### config.mk
export PLATFORM = sky130hd
export DESIGN_NAME = i2c_cmd_frontend
export DESIGN_NICKNAME = d
export VERILOG_FILES = /design/src/rtl/i2cfe_pkg.sv /design/src/rtl/i2cfe_buffer.sv /design/src/rtl/i2cfe_link.sv /design/src/rtl/i2cfe_dispatch.sv /design/src/rtl/i2c_cmd_frontend.sv
export SDC_FILE = /design/constraint.sdc
export NUM_CORES = 2
export LEC_CHECK = 0
export CAP_MARGIN = 30
export CORE_MARGIN = 2
export CORE_UTILIZATION = 57
export CTS_CLUSTER_SIZE = 28
export DETAILED_ROUTE_END_ITERATION = 8
export PLACE_DENSITY = 0.74
export SLEW_MARGIN = 20
export SYNTH_ARGS = -nofsm -noshare
export SYNTH_HDL_FRONTEND = slang
export SYNTH_SLANG_ARGS = --single-unit
### constraint.sdc
create_clock -name clk -period 12.15 [get_ports clk]
set_clock_uncertainty 0.15 [all_clocks]
set_input_delay 1.215 -clock clk [delete_from_list [all_inputs] [get_ports clk]]
set_output_delay 1.215 -clock clk [all_outputs]
set_load 0.05 [all_outputs]
### src/rtl/i2cfe_pkg.sv
package i2cfe_pkg;
  typedef enum logic [2:0] {L_IDLE, L_ADDR, L_CMD, L_DATA, L_READ} link_st_t;
  typedef enum logic [1:0] {K_NONE, K_SPI, K_GPRD} op_kind_t;

  localparam logic [3:0] ADDR_HI   = 4'b0101;
  localparam logic [7:0] OP_CFG    = 8'hF0;
  localparam logic [7:0] OP_INTCLR = 8'hF1;
  localparam logic [7:0] OP_IDLE   = 8'hF2;
  localparam logic [7:0] OP_GPWR   = 8'hF4;
  localparam logic [7:0] OP_GPRD   = 8'hF5;
  localparam logic [7:0] OP_GPEN   = 8'hF6;
  localparam logic [7:0] OP_GPMODE = 8'hF7;
endpackage

### src/rtl/i2cfe_buffer.sv
module i2cfe_buffer #(
  parameter int DEPTH = 200,
  parameter int AW    = 8
) (
  input  logic          clk,
  input  logic          we,
  input  logic [AW-1:0] waddr,
  input  logic [7:0]    wdata,
  input  logic [AW-1:0] raddr_a,
  output logic [7:0]    rdata_a,
  input  logic [AW-1:0] raddr_b,
  output logic [7:0]    rdata_b,
  output logic [7:0]    rdata_0
);
  logic [7:0] mem [DEPTH];

  always_ff @(posedge clk) begin
    if (we && (int'(waddr) < DEPTH)) mem[waddr] <= wdata;
  end

  // Indices past the storage read as all ones.
  assign rdata_a = (int'(raddr_a) < DEPTH) ? mem[raddr_a] : 8'hFF;
  assign rdata_b = (int'(raddr_b) < DEPTH) ? mem[raddr_b] : 8'hFF;
  assign rdata_0 = mem[0];
endmodule

### src/rtl/i2cfe_link.sv
module i2cfe_link import i2cfe_pkg::*; #(
  parameter int DEPTH = 200,
  parameter int AW    = 8,
  parameter int CW    = 8
) (
  input  logic          clk,
  input  logic          rst_n,
  input  logic [2:0]    strap_addr,
  input  logic          ev_start,
  input  logic          ev_stop,
  input  logic          rx_valid,
  input  logic [7:0]    rx_data,
  output logic          rx_ready,
  output logic          ack_valid,
  output logic          ack,
  output logic          tx_valid,
  output logic [7:0]    tx_data,
  input  logic          tx_ready,
  input  logic          busy,
  input  logic [CW-1:0] valid_len,
  input  logic [7:0]    buf_rdata,
  output logic [AW-1:0] rd_addr,
  output logic          wr_en,
  output logic [AW-1:0] wr_addr,
  output logic [7:0]    wr_data,
  output logic [CW-1:0] wcount,
  output logic [7:0]    cmd_q,
  output logic          msg_end,
  output logic          wake
);
  localparam logic [CW-1:0] FULL = CW'(DEPTH);

  link_st_t      st;
  logic          armed;
  logic [2:0]    strap_q;
  logic [CW-1:0] rptr;
  logic          accept, match, ack_now;

  // One-time capture of the strap pins on the first edge out of reset.
  always_ff @(posedge clk or negedge rst_n) begin
    if (!rst_n) begin
      armed   <= 1'b0;
      strap_q <= '0;
    end else if (!armed) begin
      armed   <= 1'b1;
      strap_q <= strap_addr;
    end
  end

  assign rx_ready = !ack_valid && !ev_start && !ev_stop;
  assign accept   = rx_valid && rx_ready;
  assign match    = (rx_data[7:1] == {ADDR_HI, strap_q});

  always_comb begin
    case (st)
      L_ADDR:  ack_now = match && !busy;
      L_CMD:   ack_now = 1'b1;
      L_DATA:  ack_now = (wcount < FULL);
      default: ack_now = 1'b0;
    endcase
  end

  assign wr_en    = accept && (st == L_DATA) && (wcount < FULL);
  assign wr_addr  = AW'(wcount);
  assign wr_data  = rx_data;
  assign wake     = accept && (st == L_ADDR) && match && !busy;
  assign msg_end  = ev_stop && (st == L_DATA);
  assign tx_valid = (st == L_READ);
  assign rd_addr  = AW'(rptr);
  assign tx_data  = (rptr < valid_len) ? buf_rdata : 8'hFF;

  always_ff @(posedge clk or negedge rst_n) begin
    if (!rst_n) begin
      st        <= L_IDLE;
      wcount    <= '0;
      rptr      <= '0;
      cmd_q     <= '0;
      ack_valid <= 1'b0;
      ack       <= 1'b0;
    end else begin
      ack_valid <= accept;
      ack       <= accept && ack_now;
      if (tx_valid && tx_ready && (rptr != FULL)) rptr <= rptr + 1'b1;
      if (ev_start) begin
        st <= L_ADDR;
      end else if (ev_stop) begin
        st <= L_IDLE;
      end else if (accept) begin
        case (st)
          L_ADDR: begin
            if (ack_now) begin
              st     <= rx_data[0] ? L_READ : L_CMD;
              wcount <= '0;
              rptr   <= '0;
            end else begin
              st <= L_IDLE;
            end
          end
          L_CMD: begin
            cmd_q <= rx_data;
            st    <= L_DATA;
          end
          L_DATA: if (wr_en) wcount <= wcount + 1'b1;
          default: ;
        endcase
      end
    end
  end

  // own address refused while an operation runs
  assert_nack_busy_R5: assert property (@(posedge clk) disable iff (!rst_n)
    (accept && st == L_ADDR && busy) |=> (ack_valid && !ack));

  // a full buffer refuses the byte and keeps its count
  assert_no_overflow_R4: assert property (@(posedge clk) disable iff (!rst_n)
    (accept && st == L_DATA && wcount == FULL) |=> (ack_valid && !ack && wcount == FULL));

  // read byte held under back-pressure
  assert_tx_hold_R13: assert property (@(posedge clk) disable iff (!rst_n)
    (tx_valid && !tx_ready && !ev_start && !ev_stop) |=> (tx_valid && $stable(tx_data)));
endmodule

### src/rtl/i2cfe_dispatch.sv
module i2cfe_dispatch import i2cfe_pkg::*; #(
  parameter int CW = 8
) (
  input  logic          clk,
  input  logic          rst_n,
  input  logic          msg_end,
  input  logic [7:0]    cmd_q,
  input  logic [CW-1:0] wcount,
  input  logic [7:0]    arg0,
  input  logic          wake,
  input  logic          op_done,
  output logic          spi_go,
  output logic [3:0]    spi_ss,
  output logic [CW-1:0] spi_len,
  output logic          cfg_we,
  output logic          gpio_out_we,
  output logic          gpio_en_we,
  output logic          gpio_mode_we,
  output logic          gpio_rd_go,
  output logic [7:0]    cmd_arg,
  output logic          idle,
  output logic          int_n,
  output logic          busy,
  output logic [CW-1:0] valid_len
);
  op_kind_t kind;
  logic     is_spi, has_arg, is_known;

  assign is_spi   = (cmd_q[7:4] == 4'h0) && (cmd_q[3:0] != 4'h0);
  assign has_arg  = (wcount != '0);
  assign is_known = is_spi || (cmd_q inside {OP_CFG, OP_INTCLR, OP_IDLE, OP_GPWR,
                                             OP_GPRD, OP_GPEN, OP_GPMODE});

  always_ff @(posedge clk or negedge rst_n) begin
    if (!rst_n) begin
      spi_go <= 1'b0; spi_ss <= '0; spi_len <= '0;
      cfg_we <= 1'b0; gpio_out_we <= 1'b0; gpio_en_we <= 1'b0;
      gpio_mode_we <= 1'b0; gpio_rd_go <= 1'b0; cmd_arg <= '0;
      idle <= 1'b0; int_n <= 1'b1; busy <= 1'b0; kind <= K_NONE;
      valid_len <= '0;
    end else begin
      spi_go <= 1'b0; cfg_we <= 1'b0; gpio_out_we <= 1'b0;
      gpio_en_we <= 1'b0; gpio_mode_we <= 1'b0; gpio_rd_go <= 1'b0;
      if (op_done && busy) begin
        busy <= 1'b0;
        kind <= K_NONE;
        if (kind == K_SPI) int_n <= 1'b0;
      end
      if (wake) idle <= 1'b0;
      if (msg_end) begin
        valid_len <= wcount;
        if (is_spi) begin
          spi_go  <= 1'b1;
          spi_ss  <= cmd_q[3:0];
          spi_len <= wcount;
          busy    <= 1'b1;
          kind    <= K_SPI;
        end else begin
          case (cmd_q)
            OP_CFG:    if (has_arg) begin cfg_we <= 1'b1;       cmd_arg <= arg0; end
            OP_GPWR:   if (has_arg) begin gpio_out_we <= 1'b1;  cmd_arg <= arg0; end
            OP_GPEN:   if (has_arg) begin gpio_en_we <= 1'b1;   cmd_arg <= arg0; end
            OP_GPMODE: if (has_arg) begin gpio_mode_we <= 1'b1; cmd_arg <= arg0; end
            OP_INTCLR: int_n <= 1'b1;
            OP_IDLE:   idle <= 1'b1;
            OP_GPRD: begin
              gpio_rd_go <= 1'b1;
              busy       <= 1'b1;
              kind       <= K_GPRD;
              valid_len  <= CW'(1);
            end
            default: ;
          endcase
        end
      end
    end
  end

  // strobes never overlap
  assert_one_strobe_R7: assert property (@(posedge clk) disable iff (!rst_n)
    $onehot0({spi_go, cfg_we, gpio_out_we, gpio_en_we, gpio_mode_we, gpio_rd_go}));

  // the interrupt only falls on completion of a running operation
  assert_int_source_R9: assert property (@(posedge clk) disable iff (!rst_n)
    $fell(int_n) |-> $past(op_done && busy));

  // busy only rises together with a launching strobe
  assert_busy_source_R6: assert property (@(posedge clk) disable iff (!rst_n)
    $rose(busy) |-> (spi_go || gpio_rd_go));

  // unlisted codes launch nothing
  assert_unknown_quiet_R12: assert property (@(posedge clk) disable iff (!rst_n)
    (msg_end && !is_known) |=> !(spi_go || cfg_we || gpio_out_we || gpio_en_we ||
                                 gpio_mode_we || gpio_rd_go));
endmodule

### src/rtl/i2c_cmd_frontend.sv
module i2c_cmd_frontend #(
  parameter  int DEPTH = 200,
  localparam int AW    = $clog2(DEPTH),
  localparam int CW    = $clog2(DEPTH + 1)
) (
  input  logic          clk,
  input  logic          rst_n,
  input  logic [2:0]    strap_addr,
  input  logic          ev_start,
  input  logic          ev_stop,
  input  logic          rx_valid,
  input  logic [7:0]    rx_data,
  output logic          rx_ready,
  output logic          ack_valid,
  output logic          ack,
  output logic          tx_valid,
  output logic [7:0]    tx_data,
  input  logic          tx_ready,
  output logic          spi_go,
  output logic [3:0]    spi_ss,
  output logic [CW-1:0] spi_len,
  input  logic [AW-1:0] eng_addr,
  input  logic          eng_we,
  input  logic [7:0]    eng_wdata,
  output logic [7:0]    eng_rdata,
  input  logic          op_done,
  output logic          cfg_we,
  output logic          gpio_out_we,
  output logic          gpio_en_we,
  output logic          gpio_mode_we,
  output logic          gpio_rd_go,
  output logic [7:0]    cmd_arg,
  output logic          idle,
  output logic          int_n
);
  logic          busy, lk_we, msg_end, wake, mem_we;
  logic [AW-1:0] lk_waddr, rd_addr, mem_waddr;
  logic [7:0]    lk_wdata, mem_wdata, rd_data, arg0, cmd_q;
  logic [CW-1:0] wcount, valid_len;

  // Bus writes own the port; the side port writes only while an operation runs.
  assign mem_we    = lk_we || (eng_we && busy);
  assign mem_waddr = lk_we ? lk_waddr : eng_addr;
  assign mem_wdata = lk_we ? lk_wdata : eng_wdata;

  i2cfe_buffer #(.DEPTH(DEPTH), .AW(AW)) u_buf (
    .clk(clk), .we(mem_we), .waddr(mem_waddr), .wdata(mem_wdata),
    .raddr_a(rd_addr), .rdata_a(rd_data),
    .raddr_b(eng_addr), .rdata_b(eng_rdata),
    .rdata_0(arg0)
  );

  i2cfe_link #(.DEPTH(DEPTH), .AW(AW), .CW(CW)) u_link (
    .clk(clk), .rst_n(rst_n), .strap_addr(strap_addr),
    .ev_start(ev_start), .ev_stop(ev_stop),
    .rx_valid(rx_valid), .rx_data(rx_data), .rx_ready(rx_ready),
    .ack_valid(ack_valid), .ack(ack),
    .tx_valid(tx_valid), .tx_data(tx_data), .tx_ready(tx_ready),
    .busy(busy), .valid_len(valid_len), .buf_rdata(rd_data), .rd_addr(rd_addr),
    .wr_en(lk_we), .wr_addr(lk_waddr), .wr_data(lk_wdata),
    .wcount(wcount), .cmd_q(cmd_q), .msg_end(msg_end), .wake(wake)
  );

  i2cfe_dispatch #(.CW(CW)) u_disp (
    .clk(clk), .rst_n(rst_n), .msg_end(msg_end), .cmd_q(cmd_q),
    .wcount(wcount), .arg0(arg0), .wake(wake), .op_done(op_done),
    .spi_go(spi_go), .spi_ss(spi_ss), .spi_len(spi_len),
    .cfg_we(cfg_we), .gpio_out_we(gpio_out_we), .gpio_en_we(gpio_en_we),
    .gpio_mode_we(gpio_mode_we), .gpio_rd_go(gpio_rd_go), .cmd_arg(cmd_arg),
    .idle(idle), .int_n(int_n), .busy(busy), .valid_len(valid_len)
  );
endmodule

## Word-level counts from Yosys, hierarchy flattened

Memories as Yosys holds them, arrays and structs flattened. A register that Yosys moved wholly into a read port is not among the register bits.
Cells that the tools add are included.

| word-level totals | value |
|---|---|
| register bits | 64 |
| bits in writable memories | 1,600 |
| input bits | 35 |
| output and inout bits | 48 |
| word-level logic and storage cells | 143 |
| memories | 1 |

| cells by class | value |
|---|---|
| $add $sub $neg | 2 |
| magnitude comparators | 5 |
| eq/ne operators | 16 |
| muxes and demuxes | 60 |
| bitwise logic cells | 3 |
| reduce and logical (&&, ||, !) cells | 35 |

Memories:

| name | depth | bits a word | rd ports | clocked after Yosys merged registers in | write ports | RTL line | source |
|---|---|---|---|---|---|---|---|
| u_buf.mem | 200 | 8 | 3 | 1 | 1 | i2cfe_buffer.sv:15 | `logic [7:0] mem [DEPTH];` |

Operators with widths:

| kind | count |
|---|---|
| 2-to-1 mux 8 bit | 15 |
| == test 8 bit (second input constant) | 7 |
| 2-to-1 mux 1 bit | 33 |
| less-than comparator 8 bit (second input constant) | 4 |
| logical AND 1 bit | 17 |
| adder 8 x 1 -> 8 bit (second input constant) | 2 |
| one-hot mux 8 bit (2 select lines) | 1 |
| 2-to-1 mux 3 bit | 5 |
| less-than comparator 8 bit | 1 |
| 2-to-1 mux 2 bit | 4 |
| != test 8 bit (second input constant) | 1 |
| AND reduction 4 bit | 2 |
| nonzero test 4 bit | 2 |
| nonzero test 8 bit | 1 |
| == test 7 x 6 -> 1 bit | 1 |
| == test 3 x 2 -> 1 bit (second input constant) | 2 |
| one-hot mux 3 bit (2 select lines) | 1 |
| AND reduction 6 bit | 1 |
| zero test 1 bit | 5 |
| zero test 4 bit | 1 |
| AND reduction 2 bit | 2 |
| OR reduction 4 bit | 1 |
| == test 3 x 1 -> 1 bit (second input constant) | 1 |
| == test 3 bit (second input constant) | 1 |
| other kinds (8) | 10 |

## Logic depth before layout (Yosys ltp)

| logic depth | value |
|---|---|
| depth after elaboration | 11 |
| depth in mapped cells | 13 |
| gate-level depth less buffers | 7 |

## Modules after synthesis

Synthesis repeated with hierarchy kept, for this count alone.

| second synthesis, totals | value |
|---|---|
| cell total of the unflattened synthesis | 4,318 |
| area, all modules | 79,307.3 µm² |

Modules (own cells, without submodules):

| module | instances | cells an instance | area an instance (µm²) | seq. area each (µm²) |
|---|---|---|---|---|
| i2cfe_buffer | 1 | 3,977 | 75,464.9 | 48,046.1 |
| i2cfe_link | 1 | 209 | 2,010.7 | 825.8 |
| i2cfe_dispatch | 1 | 113 | 1,577.8 | 977.2 |
| i2c_cmd_frontend | 1 | 19 | 254.0 | 0.0 |

## Worst setup path after synthesis

OpenSTA, ideal clock, no wires.

| timing path | value |
|---|---|
| kind | input port to flip-flop |
| start point | input port ev_stop |
| end point | memory u_buf.mem[0][0], data pin |
| library setup time | 1,755 ps |
| data arrival time | 10,393 ps |
| setup slack | -148 ps |
| stages on the path | 6 |
| buffers on the path | 3 |
| path through | or4b_4 or3_1 clkbuf_1 buf_2 clkbuf_1 o21ai_0 |

| on the way | value |
|---|---|
| cells in the longest elaborated chain, start to end | 6 |

Ends and longest elaborated chain:

| item | RTL line | source |
|---|---|---|
| start: declaration | i2c_cmd_frontend.sv:10 | `input logic ev_stop,` |
| zero test 1 bit | i2cfe_link.sv:50 | `assign rx_ready = !ack_valid && !ev_start && !ev_stop;` |
| logical AND 1 bit | i2cfe_link.sv:50 |  |
| logical AND 1 bit | i2cfe_link.sv:51 | `assign accept = rx_valid && rx_ready;` |
| logical AND 1 bit (2 in series) | i2cfe_link.sv:63 | `assign wr_en = accept && (st == L_DATA) && (wcount < FULL);` |
| 2-to-1 mux 8 bit | i2c_cmd_frontend.sv:44 | `assign mem_wdata = lk_we ? lk_wdata : eng_wdata;` |
| named net mem_wdata[0] | i2c_cmd_frontend.sv:38 | `logic [7:0] lk_wdata, mem_wdata, rd_data, arg0, cmd_q;` |
| end: declaration | i2cfe_buffer.sv:15 |  |

The timed path passes the listed nets, and every way through them passes these cells.

## Worst setup path after layout

| timing path | value |
|---|---|
| start point | input port eng_addr[0] |
| end point | output port eng_rdata[2] |

| on the way | value |
|---|---|
| cells in the longest elaborated chain, start to end | 2 |
| elaborated cells on any way between the ends | 3 |
| classes of those cells | 1 x order compare; 1 x mux; 1 x memory |

Ends and longest elaborated chain:

| item | RTL line | source |
|---|---|---|
| start: declaration | i2c_cmd_frontend.sv:22 | `input logic [AW-1:0] eng_addr,` |
| memory (200 x 8 bit) / less-than comparator 8 bit (equally long branches) | n/a |  |
| 2-to-1 mux 8 bit (*) | i2cfe_buffer.sv:23 | `assign rdata_b = (int'(raddr_b) < DEPTH) ? mem[raddr_b] : 8'hFF;` |
| end: declaration | i2c_cmd_frontend.sv:25 | `output logic [7:0] eng_rdata,` |

Mark *: on every way between the ends. The rest lies on a longest branch, timed or not.

==> impl_metrics.ini <==
[sta]
tightest_slew_ns = 1.21
post-route-period-util = 0.672
rsz0062_at_grt = no
maxSlewHeadroom = 0.183
setup_viol = 0
hold_violations = 0
fmax_mhz = 122
min_period_ns = 8.17
fin_setup_tns_ns = 0
finalMaxSlewViolations = 0

[global_route]
overflow = 0
grt_max_degree = 123
grt_util_met2 = 0.510
grt_pass1_vias = 46400
grt_use_met3 = 0.135
grt_use_total = 0.357
grt_util_met1 = 0.476
antenna_found_initial = 17
grt.busiest_layer = met2
grt_pass1_wl_mm = 349

[yosys]
synth_edf_count = 1600
yosys_warnings = 0
synth_ff_type = edfxtp_1
ys_async_sr_fraction = 0.0431
synth-seq-area-share = 0.635
synth_nets = 4295
synth-seq-cells = 1672
synth.avg_cell_area_sq_um = 18.5
synthCells = 4249
synth.distinct_cells = 81
syn_area_sq_um = 78600

[worst_hold_path]
hold_class = in -> async

[clocking]
cts_tree = done
numClockSinks = 1672
post_cts_buffers = 0
holdBufCountCts = 0
htreeDepth = 4
cts.path.max_buffers = 3
numCtsBuffers = 166
cts.clk_slew.worst_paths_ns = 0.06
root_buffer = clkbuf_16
cts_resized = 0
clkLatencyLatePin_ns = 0.81

[detailed_routing]
ant_nets = 0
first_pass_iters = 8
vias = 48600
drt_iter0_drc = 9133
wl_per_cell_um = 40.0
finalWirelength_mm = 251
vias_per_cell = 7.73
drc_errors = 0

[floorplan]
fp.dieW_um = 375
start_util = 0.573
die_area_sq_um = 141000
io_pins = 83
design.core.area_sq_um = 137000
die_h_um = 375
std_cell_rows = 136

[layout]
final_nets = 4388
syn2layout_area_growth_pct = 10.8
layout_commonest_cell = edfxtp_1
design_area_sq_um = 87000
layout-drive-gt1-share = 0.291
fin_util = 0.635
final_cell_mix = 1,600 x edfxtp_1, 767 x mux4_2, 257 x nor2_1
fin_cells = 6285

[setup_path]
rrSetupSlack_ns = 7.10
cp_cell_sequence = buf_8, buf_4, buf_4, mux4_2, mux4_2, a221oi_1, o32ai_2, buf_4, clkdlybuf4s50_1
r2r-start = u_link.ack_valid
crit_path_max_fanout = 59
endpoint_kind = output pin
setup.worst_path.start_class = primary input
critical_path_required_ns = 10.78
critPathArrivalTime_ns = 6.80
max_stage_delay_ns = 0.98
timing.rr.end = u_buf.mem[189][3]
crit_top_cell = buf_4
r2r_cells = 6
critPathSlowestCell = a221oi_1
crit_type = in -> out

[power_and_ir_drop]
p_leak_nw = 27.4
powerDensity_nw_per_um2 = 140
vdd_drop_max_uv = 173

[placement]
placed_area_sq_um = 81200
dp.cells = 5925
io_buffers = 82
place.gp.congestion = 0.974
hpwl_mm = 159

[outcome]
status = finished clean

[job]
maxCapViolCount = 0
==> cell usage after synthesis (all sizes together) (7+ instances only) <==
cell type / number / share of area
edfxtp: 1600 / 0.61
mux4: 767 / 0.22
nor2: 263 / 0.013
buf: 202 / 0.016
mux2i: 186 / 0.024
nand2: 170 / 0.0082
clkbuf: 132 / 0.0063
a22oi: 100 / 0.0096
a21oi: 85 / 0.0054
mux2: 73 / 0.010
dfrtp: 71 / 0.023
o21ai: 64 / 0.0041
a221oi: 50 / 0.0056
o22ai: 48 / 0.0038
nand3: 36 / 0.0023
nor3: 35 / 0.0024
inv: 31 / 0.0015
o31ai: 22 / 0.0021
a22o: 21 / 0.0023
nor2b: 20 / 0.0016
a211oi: 19 / 0.0018
a31oi: 15 / 0.0012
nand2b: 15 / 0.0012
nor4: 15 / 0.0013
o211ai: 15 / 0.0014
o221ai: 14 / 0.0016
a221o: 12 / 0.0015
or3: 12 / 0.00096
or4: 12 / 0.0011
ha: 11 / 0.0018
nand4: 10 / 0.00080
and3: 9 / 0.00072
a2111oi: 8 / 0.00089
xnor2: 8 / 0.00089
and2: 7 / 0.00056
nand3b: 7 / 0.00067
==> how the worst max path moves through the flow <==
| stage | start | end | slack, ns | cells after the start |
|---|---|---|---|---|
| 2_1_floorplan | ev_stop | u_buf.mem[0][0] | 3.28 | 6 |
| 3_3_place_gp | eng_addr[0] | eng_rdata[2] | 4.01 | 9 |
| 3_5_place_dp | eng_addr[0] | eng_rdata[2] | 4.04 | 9 |
| 4_1_cts | eng_addr[0] | eng_rdata[2] | 4.02 | 9 |
| 5_1_grt | eng_addr[0] | eng_rdata[2] | 3.87 | 9 |
| 6_report | eng_addr[0] | eng_rdata[2] | 3.98 | 9 |
==> cell type report <==
type                       count  area, sq um
fill                        9249        50100
sequential                  1672        49900
multi-input combinational   2212        27000
clock buffer                 224         4610
timing repair buffer         259         2400
tap                         1794         2240
clock inverter                84          741
inverter                      31          124
antenna                        9         22.5
==> metal layers <==
layer / share of wire / vias up
li1: - / 18300
met1: 0.33 / 24900
met2: 0.44 / 4541
met3: 0.16 / 853
met4: 0.065 / 16
met5: 0.00082 / -
==> report_power, final <==
group / switching, W / internal, W / leakage (nW)
registers: 0.00000873 / 0.00631 / 15.3
logic: 0.000505 / 0.000258 / 9.43
clock network: 0.00222 / 0.00292 / 2.60
==> metrics by stage <==
| step | power, W | hold slack [ns] | worst slack (ns) |
|---|---|---|---|
| after floorplan | 0.00690 | 0.323 | 3.28 |
| after global placement | 0.00716 | 0.340 | 4.01 |
| after detailed placement | 0.00717 | 0.344 | 4.04 |
| after CTS | 0.0122 | 0.359 | 4.02 |
| after global routing | 0.0124 | 0.213 | 3.87 |
| final | 0.0122 | 0.192 | 3.98 |
==> flip-flops by register name, summed over array words and instances (netlist names), 3 cells and up <==
| name | count |
|---|---|
| u_disp.valid_len | 8 |
| u_link.rd_addr | 8 |
| u_link.strap_q | 3 |
| u_buf.mem | 1600 |
| u_link.wcount | 8 |
| u_disp.spi_ss | 4 |
| u_disp.cmd_arg | 8 |
| u_link.st | 3 |
| u_link.cmd_q | 8 |
| u_disp.spi_len | 8 |
==> cell families after synthesis <==
logic type / after synthesis / share of synthesized area
compound gates: 529 / 0.0476
fa+ha+maj: 11 / 0.00175
mux: 1026 / 0.254
xor+xnor: 14 / 0.00156
buf+inv: 365 / 0.0238
simple gates: 631 / 0.0365
other cells: 1 / 0.0000477
flops: 1672 / 0.635
==> worst max-delay path: cells and delay by family <==
| family | cells | cell delay (ns) |
|---|---|---|
| AO/OA/AOI/OAI | 2 | 1.44 |
| buffers and inverters | 5 | 2.98 |
| multiplexers | 2 | 1.11 |
(Power assumes the default switching activity.)
